[config.mk]
export PLATFORM = sky130hd
export DESIGN_NAME = qry_probe_seq
export DESIGN_NICKNAME = d
export VERILOG_FILES = /design/src/rtl/qps_pkg.sv /design/src/rtl/qps_step_rom.sv /design/src/rtl/qps_cmd_fmt.sv /design/src/rtl/qry_probe_seq.sv
export SDC_FILE = /design/constraint.sdc
export NUM_CORES = 1
export LEC_CHECK = 0
export BUFFER_PORTS_ARGS = -buffer_cell sky130_fd_sc_hd__buf_4
export CORE_UTILIZATION = 45
export CTS_BUF_LIST = sky130_fd_sc_hd__clkbuf_4
export DETAILED_ROUTE_END_ITERATION = 10
export PLACE_DENSITY = 0.72
export SYNTH_ARGS = -nofsm -noshare
export SYNTH_HDL_FRONTEND = slang
export SYNTH_HIERARCHICAL = 1
export SYNTH_SLANG_ARGS = --single-unit
[constraint.sdc]
create_clock -name clk -period 3.8 [get_ports clk]
set_clock_uncertainty 0.2 [all_clocks]
set_input_delay 0.76 -clock clk [delete_from_list [all_inputs] [get_ports clk]]
set_output_delay 0.76 -clock clk [all_outputs]
set_load 0.005 [all_outputs]
[src/rtl/qps_pkg.sv]
package qps_pkg;

    typedef enum logic [2:0] {
        S_IDLE,
        S_UNLOCK,
        S_SIG,
        S_TABLE,
        S_EXIT,
        S_DONE
    } qps_state_t;

    localparam int unsigned NUM_RECIPES = 5;

    localparam logic [7:0] CMD_RESET  = 8'hF0;
    localparam logic [7:0] CMD_ARRAY  = 8'hFF;
    localparam logic [7:0] CMD_QUERY  = 8'h98;
    localparam logic [7:0] CMD_KEY_A  = 8'hAA;
    localparam logic [7:0] CMD_KEY_B  = 8'h55;

    localparam logic [7:0] SIG_CHAR_0 = 8'h51;
    localparam logic [7:0] SIG_CHAR_1 = 8'h52;
    localparam logic [7:0] SIG_CHAR_2 = 8'h59;

    localparam logic [15:0] SIG_BASE_OFS = 16'h0010;

endpackage

[src/rtl/qps_step_rom.sv]
module qps_step_rom
    import qps_pkg::*;
(
    input  logic        exit_sel,
    input  logic [2:0]  recipe,
    input  logic [1:0]  step,
    input  logic        quirk,
    output logic [7:0]  cmd,
    output logic [15:0] ofs,
    output logic        last
);

    always_comb begin
        cmd  = CMD_RESET;
        ofs  = 16'h0000;
        last = 1'b0;
        if (exit_sel) begin
            unique case (step)
                2'd0:    begin cmd = CMD_RESET; end
                2'd1:    begin cmd = CMD_ARRAY; last = ~quirk; end
                default: begin cmd = CMD_RESET; last = 1'b1; end
            endcase
        end else if (step != 2'd0) begin
            unique case (recipe)
                3'd0: begin cmd = CMD_QUERY; ofs = 16'h0055; last = 1'b1; end
                3'd1: begin
                    if (step == 2'd1) begin
                        cmd = CMD_ARRAY;
                    end else begin
                        cmd = CMD_QUERY; ofs = 16'h0055; last = 1'b1;
                    end
                end
                3'd2: begin cmd = CMD_QUERY; ofs = 16'h0555; last = 1'b1; end
                3'd3: begin
                    unique case (step)
                        2'd1:    begin cmd = CMD_KEY_A; ofs = 16'h5555; end
                        2'd2:    begin cmd = CMD_KEY_B; ofs = 16'h2AAA; end
                        default: begin cmd = CMD_QUERY; ofs = 16'h5555; last = 1'b1; end
                    endcase
                end
                default: begin
                    unique case (step)
                        2'd1:    begin cmd = CMD_KEY_A; ofs = 16'h0555; end
                        2'd2:    begin cmd = CMD_KEY_B; ofs = 16'h02AA; end
                        default: begin cmd = CMD_QUERY; ofs = 16'h0555; last = 1'b1; end
                    endcase
                end
            endcase
        end
    end

endmodule

[src/rtl/qps_cmd_fmt.sv]
module qps_cmd_fmt #(
    parameter int unsigned ADDR_W    = 24,
    parameter int unsigned LANES     = 1,
    parameter int unsigned DEV_BYTES = 2,
    localparam int unsigned SCALE    = LANES * DEV_BYTES,
    localparam int unsigned DEV_W    = DEV_BYTES * 8,
    localparam int unsigned DATA_W   = SCALE * 8
) (
    input  logic [15:0]       ofs,
    input  logic [7:0]        cmd,
    output logic [ADDR_W-1:0] addr,
    output logic [DATA_W-1:0] data
);

    assign addr = ADDR_W'(32'(ofs) * SCALE);

    for (genvar g = 0; g < LANES; g++) begin : g_lane
        assign data[g*DEV_W +: DEV_W] = DEV_W'(cmd);
    end

endmodule

[src/rtl/qry_probe_seq.sv]
module qry_probe_seq
    import qps_pkg::*;
#(
    parameter int unsigned ADDR_W    = 24,
    parameter int unsigned LANES     = 1,
    parameter int unsigned DEV_BYTES = 2,
    parameter int unsigned LEN_W     = 8,
    localparam int unsigned DATA_W   = LANES * DEV_BYTES * 8
) (
    input  logic              clk,
    input  logic              rst_n,
    input  logic              start,
    input  logic              quirk_reset,
    input  logic [15:0]       tbl_start,
    input  logic [LEN_W-1:0]  tbl_len,
    output logic              bus_valid,
    output logic              bus_write,
    output logic [ADDR_W-1:0] bus_addr,
    output logic [DATA_W-1:0] bus_wdata,
    input  logic              bus_ready,
    input  logic [DATA_W-1:0] bus_rdata,
    output logic              tbl_valid,
    output logic [7:0]        tbl_byte,
    output logic              done,
    output logic              found
);

    localparam logic [2:0] LAST_RECIPE = 3'(NUM_RECIPES - 1);

    qps_state_t        state;
    logic [2:0]        recipe;
    logic [1:0]        step;
    logic [1:0]        sig_idx;
    logic [15:0]       tbl_ofs;
    logic [LEN_W-1:0]  tbl_left;
    logic [15:0]       tbl_start_q;
    logic [LEN_W-1:0]  tbl_len_q;
    logic              quirk_q;
    logic              found_q;
    logic              tbl_valid_q;
    logic [7:0]        tbl_byte_q;

    logic [7:0]        rom_cmd;
    logic [15:0]       rom_ofs;
    logic              rom_last;
    logic [15:0]       fmt_ofs;
    logic [7:0]        fmt_cmd;
    logic [ADDR_W-1:0] fmt_addr;
    logic [DATA_W-1:0] fmt_data;
    logic              sig_match;
    logic              want_table;

    qps_step_rom u_rom (
        .exit_sel (state == S_EXIT),
        .recipe   (recipe),
        .step     (step),
        .quirk    (quirk_q),
        .cmd      (rom_cmd),
        .ofs      (rom_ofs),
        .last     (rom_last)
    );

    always_comb begin
        unique case (state)
            S_SIG: begin
                fmt_ofs = SIG_BASE_OFS + 16'(sig_idx);
                fmt_cmd = (sig_idx == 2'd0) ? SIG_CHAR_0 :
                          (sig_idx == 2'd1) ? SIG_CHAR_1 : SIG_CHAR_2;
            end
            S_TABLE: begin
                fmt_ofs = tbl_ofs;
                fmt_cmd = 8'h00;
            end
            default: begin
                fmt_ofs = rom_ofs;
                fmt_cmd = rom_cmd;
            end
        endcase
    end

    qps_cmd_fmt #(
        .ADDR_W    (ADDR_W),
        .LANES     (LANES),
        .DEV_BYTES (DEV_BYTES)
    ) u_fmt (
        .ofs  (fmt_ofs),
        .cmd  (fmt_cmd),
        .addr (fmt_addr),
        .data (fmt_data)
    );

    assign sig_match  = (bus_rdata == fmt_data);
    assign want_table = (tbl_start_q != 16'h0000) && (tbl_len_q != '0);

    // state register and sequencing counters
    always_ff @(posedge clk or negedge rst_n) begin
        if (!rst_n) begin
            state       <= S_IDLE;
            recipe      <= '0;
            step        <= '0;
            sig_idx     <= '0;
            tbl_ofs     <= '0;
            tbl_left    <= '0;
            tbl_start_q <= '0;
            tbl_len_q   <= '0;
            quirk_q     <= 1'b0;
            found_q     <= 1'b0;
            tbl_valid_q <= 1'b0;
            tbl_byte_q  <= '0;
        end else begin
            tbl_valid_q <= 1'b0;
            unique case (state)
                S_IDLE: begin
                    if (start) begin
                        tbl_start_q <= tbl_start;
                        tbl_len_q   <= tbl_len;
                        quirk_q     <= quirk_reset;
                        found_q     <= 1'b0;
                        recipe      <= '0;
                        step        <= '0;
                        state       <= S_UNLOCK;
                    end
                end
                S_UNLOCK: begin
                    if (bus_ready) begin
                        if (rom_last) begin
                            sig_idx <= '0;
                            state   <= S_SIG;
                        end else begin
                            step <= step + 2'd1;
                        end
                    end
                end
                S_SIG: begin
                    if (bus_ready) begin
                        if (!sig_match) begin
                            step <= '0;
                            if (recipe == LAST_RECIPE) begin
                                state <= S_EXIT;
                            end else begin
                                recipe <= recipe + 3'd1;
                                state  <= S_UNLOCK;
                            end
                        end else if (sig_idx == 2'd2) begin
                            found_q  <= 1'b1;
                            step     <= '0;
                            tbl_ofs  <= tbl_start_q;
                            tbl_left <= tbl_len_q;
                            state    <= want_table ? S_TABLE : S_EXIT;
                        end else begin
                            sig_idx <= sig_idx + 2'd1;
                        end
                    end
                end
                S_TABLE: begin
                    if (bus_ready) begin
                        tbl_valid_q <= 1'b1;
                        tbl_byte_q  <= bus_rdata[7:0];
                        tbl_ofs     <= tbl_ofs + 16'd1;
                        tbl_left    <= tbl_left - 1'b1;
                        if (tbl_left == LEN_W'(1)) begin
                            step  <= '0;
                            state <= S_EXIT;
                        end
                    end
                end
                S_EXIT: begin
                    if (bus_ready) begin
                        if (rom_last) state <= S_DONE;
                        else          step  <= step + 2'd1;
                    end
                end
                S_DONE: state <= S_IDLE;
                default: state <= S_IDLE;
            endcase
        end
    end

    // outputs
    always_comb begin
        bus_valid = 1'b0;
        bus_write = 1'b0;
        done      = 1'b0;
        unique case (state)
            S_UNLOCK, S_EXIT: begin bus_valid = 1'b1; bus_write = 1'b1; end
            S_SIG, S_TABLE:   bus_valid = 1'b1;
            S_DONE:           done      = 1'b1;
            default: ;
        endcase
        bus_addr  = fmt_addr;
        bus_wdata = bus_write ? fmt_data : '0;
        found     = done & found_q;
        tbl_valid = tbl_valid_q;
        tbl_byte  = tbl_byte_q;
    end

endmodule

==> qor.yml <==
clock_tree:
  clkTransAtPathRegs_ns: 0.12
  clkSinkCount: 69
  cts-buffers-inserted: 9
  clock_path_buffers: 2
  h-tree-depth: 3
  cts_setup_buffers: 0
  tritoncts: "yes"
  cts_resized: 0
  insertion_delay_ns: 0.43
  cts-root-buf: "clkbuf_4"
  hold_buffers: 0
detailed_routing:
  first_pass_iters: 4
  drc: 0
  num_vias: 4081
  drt-wirelength-per-cell_um: 16.6
  drt_iter0_drc: 256
  routed_wl_um: 11900
  ant_nets: 0
  avgViaCountPerCell: 5.69
synthesis:
  synth-xor-area-share_pct: 3.41
  ys_top_cells_by_area: "dfrtp_1 35%, buf_4 8.2%, mux2_2 7.9%"
  synth_top_family_by_area: "compound AO/OA/AOI/OAI gates"
  synth_top_area_share_pct: 35.4
  ys_ff_latch: 69
  async_reset_ff_share_pct: 100
  yosys-mux-area-fraction_pct: 9.11
  synth_cell_types: 68
  synth_common_cells: "69 x dfrtp_1, 53 x buf_4, 40 x nand2_1"
  synthAdderAreaFrac_pct: 3.08
  synth_ff_type: "dfrtp_1"
  ys_seq_area_share_pct: 35.4
  synth.largest_area_cell: "dfrtp_1"
  ys_warn_count: 6
  syn_area_um2: 4880
  synth_most_common_cell: "dfrtp_1"
  synth_edf_count: 0
  syn_inst: 532
  synth_compound_area_share_pct: 19.2
  syn_avg_cell_area_um2: 9.17
  synth-simple-area-share_pct: 17.7
critical_path:
  crit_type: "flop to flop"
  cp_num_buf_inv: 0
  startpoint_type: "flop"
  crit_slowest_cell: "and4_2"
  critPathArrivalTime_ns: 3.60
  required_ns: 3.96
  cp_top_family: "simple AND/OR/NAND/NOR gates"
  end_kind: "flop"
  cpPeakStageDelay_ns: 0.42
  crit_fanout: 16
  reg2reg_slack_ns: 0.37
  cp_cell_sequence: "nor2_1, and2_1, or2_1, a21oi_1, a21o_2, nand2_1, o41ai_1, xor2_1, nor4_2, and4_2, a21boi_4, nor2_8, mux2i_1"
outcome:
  status: "finished, final reports clean"
pwr:
  pwr-share-comb_pct: 52.0
  p_sw_share_pct: 43.2
  p_sw_mw: 1.74
  p_int_mw: 2.28
  p_leak_nw: 2.37
  peakVddDrop_mv: 0.348
  pwr-share-seq_pct: 35.3
  clkPwrFrac_pct: 12.7
  power_density_nw_per_um2: 737
global_route:
  grt_pass1_wl_um: 19700
  grt_max_degree: 70
  overflow: 0
  antenna_found_initial: 0
  grt_use_total_pct: 22.2
  grt_pass1_vias: 3924
layout:
  final_net_count: 633
  areaGrowthSynthToFinish_pct: 11.8
  finalCoreUtilization_pct: 52.3
  antenna_cells: 0
  drive_gt1_share_pct: 31.2
sta:
  setup-tns-final_ns: 0
  fmax_ghz: 0.291
  setup_viol: 0
  post-route-period-util_pct: 90.4
  final_max_slew_viol_count: 0
  worstMarginPinSlew_ns: 0.876
  slew_headroom_pct: 41.6
  grt_setup_unrepaired: "no"
  min_period_ns: 3.43
  final-hold-violation-count: 0
flow_run:
  drv_cap: 0
floorplan:
  die_width_um: 106
  io_pins: 98
  core_um2: 10400
  die_h_um: 106
  die_area_um2: 11300
  start_util_pct: 46.8
  rows: 37
placed_design:
  dp_hpwl_um: 8700
  port_buffers: 81
  gp_congestion: 0.884
worst_hold_path:
  holdCritPathClass: "input pin to async pin"
-- power groups by stage --
stage / logic (mW) / registers [mW] / clock network, mW
final: 2.09 / 1.42 / 0.510
after global routing: 2.31 / 1.46 / 0.558
after CTS: 2.09 / 1.41 / 0.524
after detailed placement: 2.08 / 1.42 / 0
after global placement: 2.02 / 1.41 / 0
after floorplan: 1.62 / 1.31 / 0
-- final cells by class --
type / count / area [µm²]
tap: 136 / 170
sequential: 69 / 1730
fill: 974 / 4960
clock buffer: 10 / 75.1
multi-input combinational: 383 / 2630
inverter: 19 / 71.3
timing repair buffer: 94 / 706
clock inverter: 6 / 71.3
-- placed cells by master (no fill, tap or decap), types with 3 or more instances in the layout --
| cell | netlist | final |
|---|---|---|
| a211oi_1 | 3 | 3 |
| a21oi_1 | 23 | 23 |
| a21oi_2 | 12 | 12 |
| a22o_1 | 12 | 12 |
| a31oi_1 | 10 | 10 |
| and2_1 | 23 | 23 |
| and3_1 | 3 | 3 |
| buf_4 | 53 | 94 |
| clkbuf_4 | 0 | 10 |
| conb_1 | 2 | 17 |
| dfrtp_1 | 69 | 69 |
| ha_1 | 12 | 12 |
| inv_1 | 18 | 18 |
| mux2_2 | 34 | 34 |
| mux2i_1 | 5 | 5 |
| nand2_1 | 40 | 40 |
| nand2b_1 | 4 | 4 |
| nand3_1 | 12 | 12 |
| nand4_1 | 5 | 5 |
| nor2_1 | 30 | 29 |
| nor2_2 | 2 | 3 |
| nor2b_1 | 4 | 4 |
| nor3_1 | 10 | 10 |
| nor4_1 | 8 | 8 |
| nor4_2 | 4 | 4 |
| o21ai_0 | 22 | 22 |
| o21ai_1 | 16 | 16 |
| o22ai_1 | 6 | 6 |
| o31ai_1 | 3 | 3 |
| xnor2_1 | 3 | 3 |
| xor2_1 | 16 | 16 |
-- worst paths after layout --
| kind | startpoint | endpoint | cells past startpoint |
|---|---|---|---|
| max | state[1]$_DFFE_PN0P_ | tbl_left[1]$_DFFE_PN0P_ | 13 |
| min in group clk | tbl_byte[1]$_DFFE_PN0P_ | tbl_byte[1]$_DFFE_PN0P_ | 1 |
| max reg2reg | state[1]$_DFFE_PN0P_ | tbl_left[1]$_DFFE_PN0P_ | 13 |
| min reg2reg | tbl_byte[1]$_DFFE_PN0P_ | tbl_byte[1]$_DFFE_PN0P_ | 1 |
| min | rst_n | tbl_start_q[5]$_DFFE_PN0P_ | 1 |
| max in group asynchronous | rst_n | tbl_byte[7]$_DFFE_PN0P_ | 1 |
-- registers in the layout, summed over array words and instances (netlist names) --
signal,flops
tbl_ofs,16
tbl_left,8
tbl_start_q,16
sig_idx,2
found_q,1
tbl_valid,1
step,2
state,3
quirk_q,1
tbl_byte,8
recipe,3
tbl_len_q,8
-- logic make-up (layout without fill, tap and decap cells) --
family / Yosys count / after routing
other cells: 2 / 17
mux: 40 / 40
simple gates: 160 / 160
compound gates: 135 / 135
fa+ha+maj: 12 / 12
xor+xnor: 19 / 19
buf+inv: 95 / 129
flops: 69 / 69
-- metrics by stage --
step	setup slack (ns)	power (mW)	hold slack, ns	cells	cell area [µm²]
2_1_floorplan	0.367	2.93	0.258	547	4930
5_1_grt	0.0878	4.33	0.272	717	5450
3_5_place_dp	0.296	3.51	0.301	701	5310
3_3_place_gp	0.377	3.43	0.292	701	5310
4_1_cts	0.257	4.02	0.258	717	5450
6_report	0.365	4.02	0.238	717	5450
-- per-layer routing --
metal / track usage, % / part of all wire (%) / wire, µm
met5: 0 / 0 / 0
met3: 4.35 / 7.9 / 943
met1: 28.7 / 43 / 5100
met4: 8.13 / 2.0 / 241
met2: 36.6 / 47 / 5630
(Power assumes the default switching activity.)
